===== src/rtl/lvds_ser_pkg.sv =====
package lvds_ser_pkg;
  localparam int LANES     = 4;
  localparam int SLOTS     = 7;
  localparam int COLOR_W   = 8;
  localparam int BASE_BITS = 6;
  localparam int SLOT_W    = $clog2(SLOTS);
  localparam logic [SLOTS-1:0] CLK_PATTERN = 7'b1100011;

  typedef enum logic [1:0] {
    MAP_NARROW  = 2'd0,
    MAP_WIDE_LO = 2'd1,
    MAP_WIDE_HI = 2'd2,
    MAP_ALIAS   = 2'd3
  } map_e;

  typedef logic [SLOTS-1:0] lane_word_t;
  typedef logic [LANES-1:0][SLOTS-1:0] lane_bundle_t;

  typedef struct packed {
    logic [COLOR_W-1:0] r;
    logic [COLOR_W-1:0] g;
    logic [COLOR_W-1:0] b;
    logic               hs;
    logic               vs;
    logic               de;
  } pixel_t;

  function automatic lane_word_t reverse_slots(lane_word_t w);
    lane_word_t res;
    for (int i = 0; i < SLOTS; i++) res[i] = w[SLOTS-1-i];
    return res;
  endfunction

  function automatic logic clk_pattern(logic [SLOT_W-1:0] slot);
    return CLK_PATTERN[slot];
  endfunction

  // Lanes 0..2: colour stream r6, g6, b6 followed by the three controls.
  function automatic logic [2:0][SLOTS-1:0] pack_base(
    logic [BASE_BITS-1:0] r6, logic [BASE_BITS-1:0] g6,
    logic [BASE_BITS-1:0] b6, logic hs, logic vs, logic de);
    logic [3*SLOTS-1:0]        stream;
    logic [2:0][SLOTS-1:0]     res;
    stream = {de, vs, hs, b6, g6, r6};
    for (int l = 0; l < 3; l++) res[l] = stream[l*SLOTS +: SLOTS];
    return res;
  endfunction

  function automatic lane_bundle_t map_pixel(map_e m, pixel_t p);
    lane_bundle_t          res;
    logic [2:0][SLOTS-1:0] base;
    case (m)
      MAP_WIDE_LO: begin
        base = pack_base(p.r[7:2], p.g[7:2], p.b[7:2], p.hs, p.vs, p.de);
        res[3] = {1'b0, p.b[1:0], p.g[1:0], p.r[1:0]};
      end
      MAP_WIDE_HI: begin
        base = pack_base(p.r[5:0], p.g[5:0], p.b[5:0], p.hs, p.vs, p.de);
        res[3] = {1'b0, p.b[7:6], p.g[7:6], p.r[7:6]};
      end
      default: begin
        base = pack_base(p.r[7:2], p.g[7:2], p.b[7:2], p.hs, p.vs, p.de);
        res[3] = '0;
      end
    endcase
    for (int l = 0; l < 3; l++) res[l] = base[l];
    return res;
  endfunction
endpackage


===== src/rtl/lvds_slot_counter.sv =====
module lvds_slot_counter
  import lvds_ser_pkg::*;
(
  input  logic              clk,
  input  logic              rst_n,
  input  logic              bit_en,
  output logic [SLOT_W-1:0] slot_q,
  output logic              wrap,
  output logic              clk_lane
);
  localparam logic [SLOT_W-1:0] LAST_SLOT = SLOT_W'(SLOTS - 1);

  assign wrap = bit_en && (slot_q == LAST_SLOT);

  always_ff @(posedge clk or negedge rst_n) begin
    if (!rst_n)      slot_q <= '0;
    else if (wrap)   slot_q <= '0;
    else if (bit_en) slot_q <= slot_q + SLOT_W'(1);
  end

  assign clk_lane = clk_pattern(slot_q);
endmodule


===== src/rtl/lvds_lane_mapper.sv =====
module lvds_lane_mapper
  import lvds_ser_pkg::*;
(
  input  pixel_t       pix,
  input  logic [1:0]   map_sel,
  output lane_bundle_t words
);
  always_comb words = map_pixel(map_e'(map_sel), pix);
endmodule


===== src/rtl/lvds_lane_shifter.sv =====
module lvds_lane_shifter
  import lvds_ser_pkg::*;
(
  input  logic       clk,
  input  logic       rst_n,
  input  logic       bit_en,
  input  logic       load,
  input  logic       mirror,
  input  lane_word_t word,
  output logic       ser
);
  lane_word_t sh_q;

  always_ff @(posedge clk or negedge rst_n) begin
    if (!rst_n)      sh_q <= '0;
    else if (load)   sh_q <= mirror ? reverse_slots(word) : word;
    else if (bit_en) sh_q <= {1'b0, sh_q[SLOTS-1:1]};
  end

  assign ser = sh_q[0];
endmodule


===== src/rtl/lvds_pixel_serializer.sv =====
module lvds_pixel_serializer
  import lvds_ser_pkg::*;
(
  input  logic               clk,
  input  logic               rst_n,
  input  logic               bit_en,
  input  logic [COLOR_W-1:0] pix_r,
  input  logic [COLOR_W-1:0] pix_g,
  input  logic [COLOR_W-1:0] pix_b,
  input  logic               pix_hs,
  input  logic               pix_vs,
  input  logic               pix_de,
  input  logic [1:0]         map_sel,
  input  logic               mirror,
  output logic [LANES-1:0]   lane_out,
  output logic               clk_lane_out
);
  logic [SLOT_W-1:0] slot_q;
  logic              wrap_evt;
  logic [1:0]        map_q;
  pixel_t            pix_in;
  lane_bundle_t      words;

  assign pix_in = '{r: pix_r, g: pix_g, b: pix_b, hs: pix_hs, vs: pix_vs, de: pix_de};

  lvds_slot_counter u_cnt (
    .clk      (clk),
    .rst_n    (rst_n),
    .bit_en   (bit_en),
    .slot_q   (slot_q),
    .wrap     (wrap_evt),
    .clk_lane (clk_lane_out)
  );

  lvds_lane_mapper u_map (
    .pix     (pix_in),
    .map_sel (map_sel),
    .words   (words)
  );

  // Layout in force for the current period, exposed to the checker.
  always_ff @(posedge clk or negedge rst_n) begin
    if (!rst_n)        map_q <= 2'(MAP_NARROW);
    else if (wrap_evt) map_q <= map_sel;
  end

  for (genvar l = 0; l < LANES; l++) begin : g_lane
    lvds_lane_shifter u_sh (
      .clk    (clk),
      .rst_n  (rst_n),
      .bit_en (bit_en),
      .load   (wrap_evt),
      .mirror (mirror),
      .word   (words[l]),
      .ser    (lane_out[l])
    );
  end
endmodule


===== config.mk =====
export PLATFORM = sky130hd
export DESIGN_NAME = lvds_pixel_serializer
export DESIGN_NICKNAME = d
export VERILOG_FILES = /design/src/rtl/lvds_ser_pkg.sv /design/src/rtl/lvds_slot_counter.sv /design/src/rtl/lvds_lane_mapper.sv /design/src/rtl/lvds_lane_shifter.sv /design/src/rtl/lvds_pixel_serializer.sv
export SDC_FILE = /design/constraint.sdc
export NUM_CORES = 1
export LEC_CHECK = 0
export BUFFER_PORTS_ARGS = -buffer_cell sky130_fd_sc_hd__clkbuf_2
export CORE_UTILIZATION = 51
export CTS_CLUSTER_DIAMETER = 150
export CTS_CLUSTER_SIZE = 40
export DETAILED_ROUTE_END_ITERATION = 8
export PLACE_DENSITY = 0.76
export SLEW_MARGIN = 0
export SYNTH_ARGS = -nofsm -noshare
export SYNTH_HDL_FRONTEND = slang
export SYNTH_HIERARCHICAL = 1
export SYNTH_SLANG_ARGS = --single-unit

===== constraint.sdc =====
create_clock -name clk -period 1.3 [get_ports clk]
set_input_delay 0.195 -clock clk [delete_from_list [all_inputs] [get_ports clk]]
set_output_delay 0.195 -clock clk [all_outputs]
set_load 0.02 [all_outputs]

==> metrics.yaml, run 1 <==
num_antenna_cells: 0
fp.dieW_microns: 67.7
crit_path_max_fanout: 2
first_pass_iters: 5
cap_violations: 0
violations: "setup timing"
antenna_found_initial: 0
post-place-ws_ps: -116
comb_power_share: 0.397
post-synth-top-area-cell: "dfrtp_1"
setup_viol: 28
period_share: 1.09
synthArstFlopShare: 1.00
place_congestion: 0.785
power.internal_w: 0.00244
clk_pin_slew_ps: 70
crit_type: "reg2out"
p_leak_nw: 1.32
whs_ps: 217
synth.distinct_cells: 21
ys_seq_elements: 31
finalNetCount: 268
p_sw_frac: 0.333
p_clk_frac: 0.198
synth.cell_area_sq_um: 2200
yosys_warnings: 6
viasPerCell: 5.42
status: "complete, but fails checks"
synth.area.top_cells: "dfrtp_1 (35%), mux2i_1 (33%), mux2_4 (9.5%), buf_6 (5.1%), ha_1 (3.4%)"
ir_worst_vdd_mv: 0.896
hp-class: "in2reg"
initial_utilization: 0.539
clk_latency_ps: 280
core.rowCount: 23
finClkSkew_ps: 5.60
vias: 1518
final_common_cell: "mux2i_1"
wl_microns: 4300
port_buffers: 37
die_h_microns: 67.7
synthToLayoutAreaGrowth_pct: 20.5
cp-end-kind: "output pin"
switching_power_w: 0.00122
cts_buffers: 5
grt_max_degree: 32
h-tree-depth: 2
worstPathArrival_ps: 1220
seqPwrFrac: 0.404
io-pin-count: 38
wl_per_cell_microns: 15.3
dieArea_sq_um: 4590
post-route-min-period_ps: 1420
min_path_cells: 3
tritoncts: "built"
grt_pass1_vias: 1511
critPathLaunchType: "register"
hpwl_microns: 3000
yosysSeqAreaShare: 0.352
synth_top_cell_area_share: 0.352
avgSynthCellArea_sq_um: 11.9
gr-total-overflow: 0
root_buffer: "clkbuf_8"
clock.fmax_mhz: 705
drt_iter0_drc: 61
rsz0062_at_grt: "yes"
worst_r2r_path_depth: 6
setup_ws_ps: -119
hold_viol: 0
drive_gt1_frac: 0.370
synth_nets: 224
postRouteAntennaNets: 0
final_cell_mix: "mux2i_1 (73), clkbuf_2 (36), dfrtp_1 (31)"
slew_viol_final: 0
grt_pass1_wl_microns: 6690
core_sq_um: 4090
synthFlopType: "dfrtp_1"
cts.sinks: 31
grtUsageTotal: 0.200
drc: 0
max-clock-path-buffers: 2
required_ps: 1110
power_density_nw_per_um2: 1380
synth_edf_count: 0
synth_cells: 185
logic make-up after synthesis:
kind of cell,Yosys count,share of synthesized area
fa+ha+maj,6,0.0341
simple gates,20,0.0448
buf+inv,22,0.0806
mux,91,0.447
other cells,1,0.00170
compound gates,14,0.0397
flops,31,0.352
power groups by stage:
stage               sequential, W  combinational [W]  clock, W
detailed placement        0.00149            0.00123         0
finish                    0.00148            0.00146  0.000726
global route              0.00152            0.00161  0.000791
CTS                       0.00148            0.00133  0.000752
global placement          0.00149            0.00121         0
floorplan                 0.00151           0.000802         0
critical path, cell delays in order (launching register included):
cell and delay [ps]:
dfrtp_1 360, inv_2 50, buf_6 110, ha_4 140
mux2i_1 130, buf_4 160
sequential cells by signal, indices dropped and copies added (netlist names):
signal            cells
u_cnt/slot_q          3
g_lane.u_sh/sh_q     28
synth_stat cells (4+ instances only):
library cell,count
a22oi_1,6
buf_4,4
buf_6,10
clkbuf_2,4
dfrtp_1,31
ha_1,6
inv_1,4
mux2_2,4
mux2_4,14
mux2i_1,73
nand2_1,5
nand2b_1,6
nor2_1,6
o21ai_1,5
per-layer routing:
metal  routed length [microns]  GRT usage
met3                       192     0.0693
met1                      2110      0.249
met5                         0          0
met4                        36     0.0532
met2                      1960      0.324
worst paths after layout:
path / startpoint / to / slack [ps]
worst max-delay path: u_cnt/slot_q[0] / clk_lane_out / -120
worst min-delay path: pix_de / g_lane[2].u_sh/sh_q[6] / 220
worst max register to register: u_cnt/slot_q[0] / g_lane[0].u_sh/sh_q[2] / -100
worst min register to register: g_lane[3].u_sh/sh_q[6] / g_lane[3].u_sh/sh_q[6] / 540
max in group asynchronous: rst_n / g_lane[0].u_sh/sh_q[3] / 530
min in group asynchronous: rst_n / g_lane[2].u_sh/sh_q[0] / 470
cell type report:
type,instances,area [sq um]
clock buffer,7,76.3
tap,50,62.6
timing repair buffer,55,434
fill,328,1430
multi-input combinational,132,1290
inverter,4,17.5
sequential,31,776
clock inverter,1,5.00
what timing repair did:
action                     4_1_cts  5_1_grt
hold endpoints to repair        31        0
setup buffers                    2        1
pin swaps                        1        0
resized for setup                6       10
hold buffers                     1        0
setup endpoints to repair       22       29
cloned                           0        2
metrics by stage:
| stage | instance area (sq um) | utilization | std cells | setup TNS (ps) | power [W] |
|---|---|---|---|---|---|
| floorplan | 2200 | - | 185 | 0 | 0.00232 |
| global placement | 2440 | 0.598 | 266 | -1310 | 0.00270 |
| detailed placement | 2440 | 0.598 | 266 | -1880 | 0.00273 |
| CTS | 2570 | 0.628 | 277 | -2780 | 0.00356 |
| global route | 2660 | 0.650 | 280 | -3780 | 0.00393 |
| finish | 2660 | 0.650 | 280 | -1810 | 0.00366 |
(Power assumes the default switching activity.)
==> inputs of run 2 (changes only) <==
--- a/config.mk
+++ b/config.mk
@@ -6,11 +6,12 @@
 export NUM_CORES = 1
 export LEC_CHECK = 0
 export BUFFER_PORTS_ARGS = -buffer_cell sky130_fd_sc_hd__clkbuf_2
-export CORE_UTILIZATION = 51
+export CORE_UTILIZATION = 53
+export CTS_BUF_LIST = sky130_fd_sc_hd__clkbuf_8
 export CTS_CLUSTER_DIAMETER = 150
 export CTS_CLUSTER_SIZE = 40
 export DETAILED_ROUTE_END_ITERATION = 8
-export PLACE_DENSITY = 0.76
+export PLACE_DENSITY = 0.79
 export SLEW_MARGIN = 0
 export SYNTH_ARGS = -nofsm -noshare
 export SYNTH_HDL_FRONTEND = slang
==> metrics.yaml, run 2 (synthesis gave the netlist of run 1 again) <==
status: "complete, but fails checks"
violations: "setup timing"
worstPathArrival_ps: 1220  # about the same
final_common_cell: "mux2i_1"
initial_utilization: 0.551  # +0.0116
comb_power_share: 0.381  # -0.016
grtUsageTotal: 0.245  # +0.0450
wl_microns: 4960  # +15%
p_clk_frac: 0.249  # +0.051
p_leak_nw: 1.35  # +2.2%
finClkSkew_ps: 7.60  # +2.01 ps
regMostFlops: "g_lane.u_sh/sh_q"
final_cell_mix: "mux2i_1 (72), clkbuf_2 (36), dfrtp_1 (31)"
cap_violations: 0  # unchanged
wl_per_cell_microns: 17.6  # +15%
post-place-cells: 266  # unchanged
grt_pass1_wl_microns: 7850  # +17%
synthToLayoutAreaGrowth_pct: 22.7
viasPerCell: 5.56  # +2.6%
setup_ws_ps: -113  # +5.67 ps
clock.fmax_mhz: 708  # +0.40%
critPathLaunchType: "register"
clk_latency_ps: 290  # about the same
required_ps: 1110  # about the same
drive_gt1_frac: 0.388  # +0.0184
max-clock-path-buffers: 2  # unchanged
grt_pass1_vias: 1659  # +9.8%
drc: 0  # unchanged
largest_reg_flops: 28  # unchanged
core_sq_um: 4000  # -2.1%
hp-class: "in2reg"
num_antenna_cells: 0  # unchanged
die_h_microns: 66.5  # -1.8%
switching_power_w: 0.00130  # +6.6%
hpwl_microns: 3180  # +6.1%
cts_buffers: 5  # unchanged
hold_viol: 0  # unchanged
fp.dieW_microns: 66.5  # -1.8%
crit_type: "reg2out"
post-route-min-period_ps: 1410  # -5.67 ps
slew_viol_final: 0  # unchanged
dieArea_sq_um: 4420  # -3.7%
finalPower_w: 0.00401  # +9.6%
worstPathCellList: "buf_6 -> inv_4 -> ha_4 -> mux2i_1 -> buf_4"
postRouteAntennaNets: 0  # unchanged
rsz0062_at_grt: "yes"
seqPwrFrac: 0.370  # -0.034
port_buffers: 37  # unchanged
final_core_util: 0.676  # +0.0259
largestRegisters: "g_lane.u_sh/sh_q (28), u_cnt/slot_q (3)"
final_cells: 282  # +0.71%
gr-total-overflow: 0  # unchanged
design_area_sq_um: 2710  # +1.8%
tritoncts: "built"
startpoint: "u_cnt/slot_q[1]"
placed_cell_area_sq_um: 2430  # -0.51%
first_pass_iters: 4  # -1
root_buffer: "clkbuf_8"
fill_cells: 289  # -12%
setup_viol: 29  # +3.6%
crit_path_max_fanout: 2  # unchanged
core.rowCount: 23  # unchanged
clk_pin_slew_ps: 70  # about the same
cts.sinks: 31  # unchanged
cp-end-kind: "output pin"
hp-start: "pix_de"
finalNetCount: 270  # +0.75%
power.internal_w: 0.00271  # +11%
antenna_found_initial: 0  # unchanged
h-tree-depth: 2  # unchanged
vias: 1569  # +3.4%
ir_worst_vdd_mv: 0.871  # -2.7%
grt_max_degree: 35  # +9.4%
p_sw_frac: 0.324  # -0.00909
r2r_start: "u_cnt/slot_q[1]"
io-pin-count: 38  # unchanged
period_share: 1.09  # -0.00436
cpMaxStageDelayCell: "dfrtp_1"
place_congestion: 0.796  # +1.5%
drt_iter0_drc: 70  # +15%
cpPeakStageDelay_ps: 360  # about the same
power_density_nw_per_um2: 1480  # +7.6%
run 2: power groups by stage:
stage | registers [W] | clock network [W] | logic [W]
after floorplan | 0.00151 | 0 | 0.000802
after global placement | 0.00148 | 0 | 0.00118
after detailed placement | 0.00149 | 0 | 0.00122
after CTS | 0.00148 | 0.00102 | 0.00141
after global routing | 0.00152 | 0.00107 | 0.00167
final | 0.00148 | 0.000998 | 0.00153
run 2: repair_timing:
action,4_1_cts,5_1_grt
cloned,1,1
endpoints found under the setup margin,26,30
gates resized for setup,13,5
hold endpoints to repair,31,0
buffers inserted,3,2
hold buffers,1,0
pin swaps,1,0
run 2: metal layers:
layer | up-vias | global-route usage | part of all wire
met3 | 9 | 0.0479 | 0.033
li1 | 753 | - | -
met2 | 36 | 0.459 | 0.53
met5 | - | 0 | 0
met4 | 0 | 0.0878 | 0.023
met1 | 771 | 0.269 | 0.42
run 2: cell type report:
cell class                 count  area [sq um]  share of cell area
multi-input combinational    132          1290               0.476
clock inverter                 2          35.0              0.0130
clock buffer                   6          82.6              0.0305
sequential                    31           776               0.287
inverter                       4          17.5             0.00648
timing repair buffer          57           443               0.164
tap                           50          62.6              0.0231
run 2: path summary, 6_finish.rpt:
path / end / slack, ps / cells after the start
max in group asynchronous: g_lane[2].u_sh/sh_q[6] / 530 / 3
max reg2reg: g_lane[3].u_sh/sh_q[4] / -110 / 6
min: g_lane[2].u_sh/sh_q[0] / 240 / 3
min in group asynchronous: g_lane[1].u_sh/sh_q[0] / 460 / 3
min reg2reg: g_lane[3].u_sh/sh_q[6] / 550 / 2
max: clk_lane_out / -110 / 5
run 2: through the flow:
stage	TNS, ps	hold WS (ps)	setup slack (ps)
after floorplan	0	-101	25.2
after global placement	-1610	237	-104
after detailed placement	-2220	236	-146
after CTS	-251	240	-114
after global routing	-3920	263	-169
final	-2290	237	-113
run 2: critical path: cells and delay by family, from the launching register on:
family	cells	cell delay, ps
mux	1	130
fa+ha+maj	1	140
flops	1	360
buf+inv	3	320
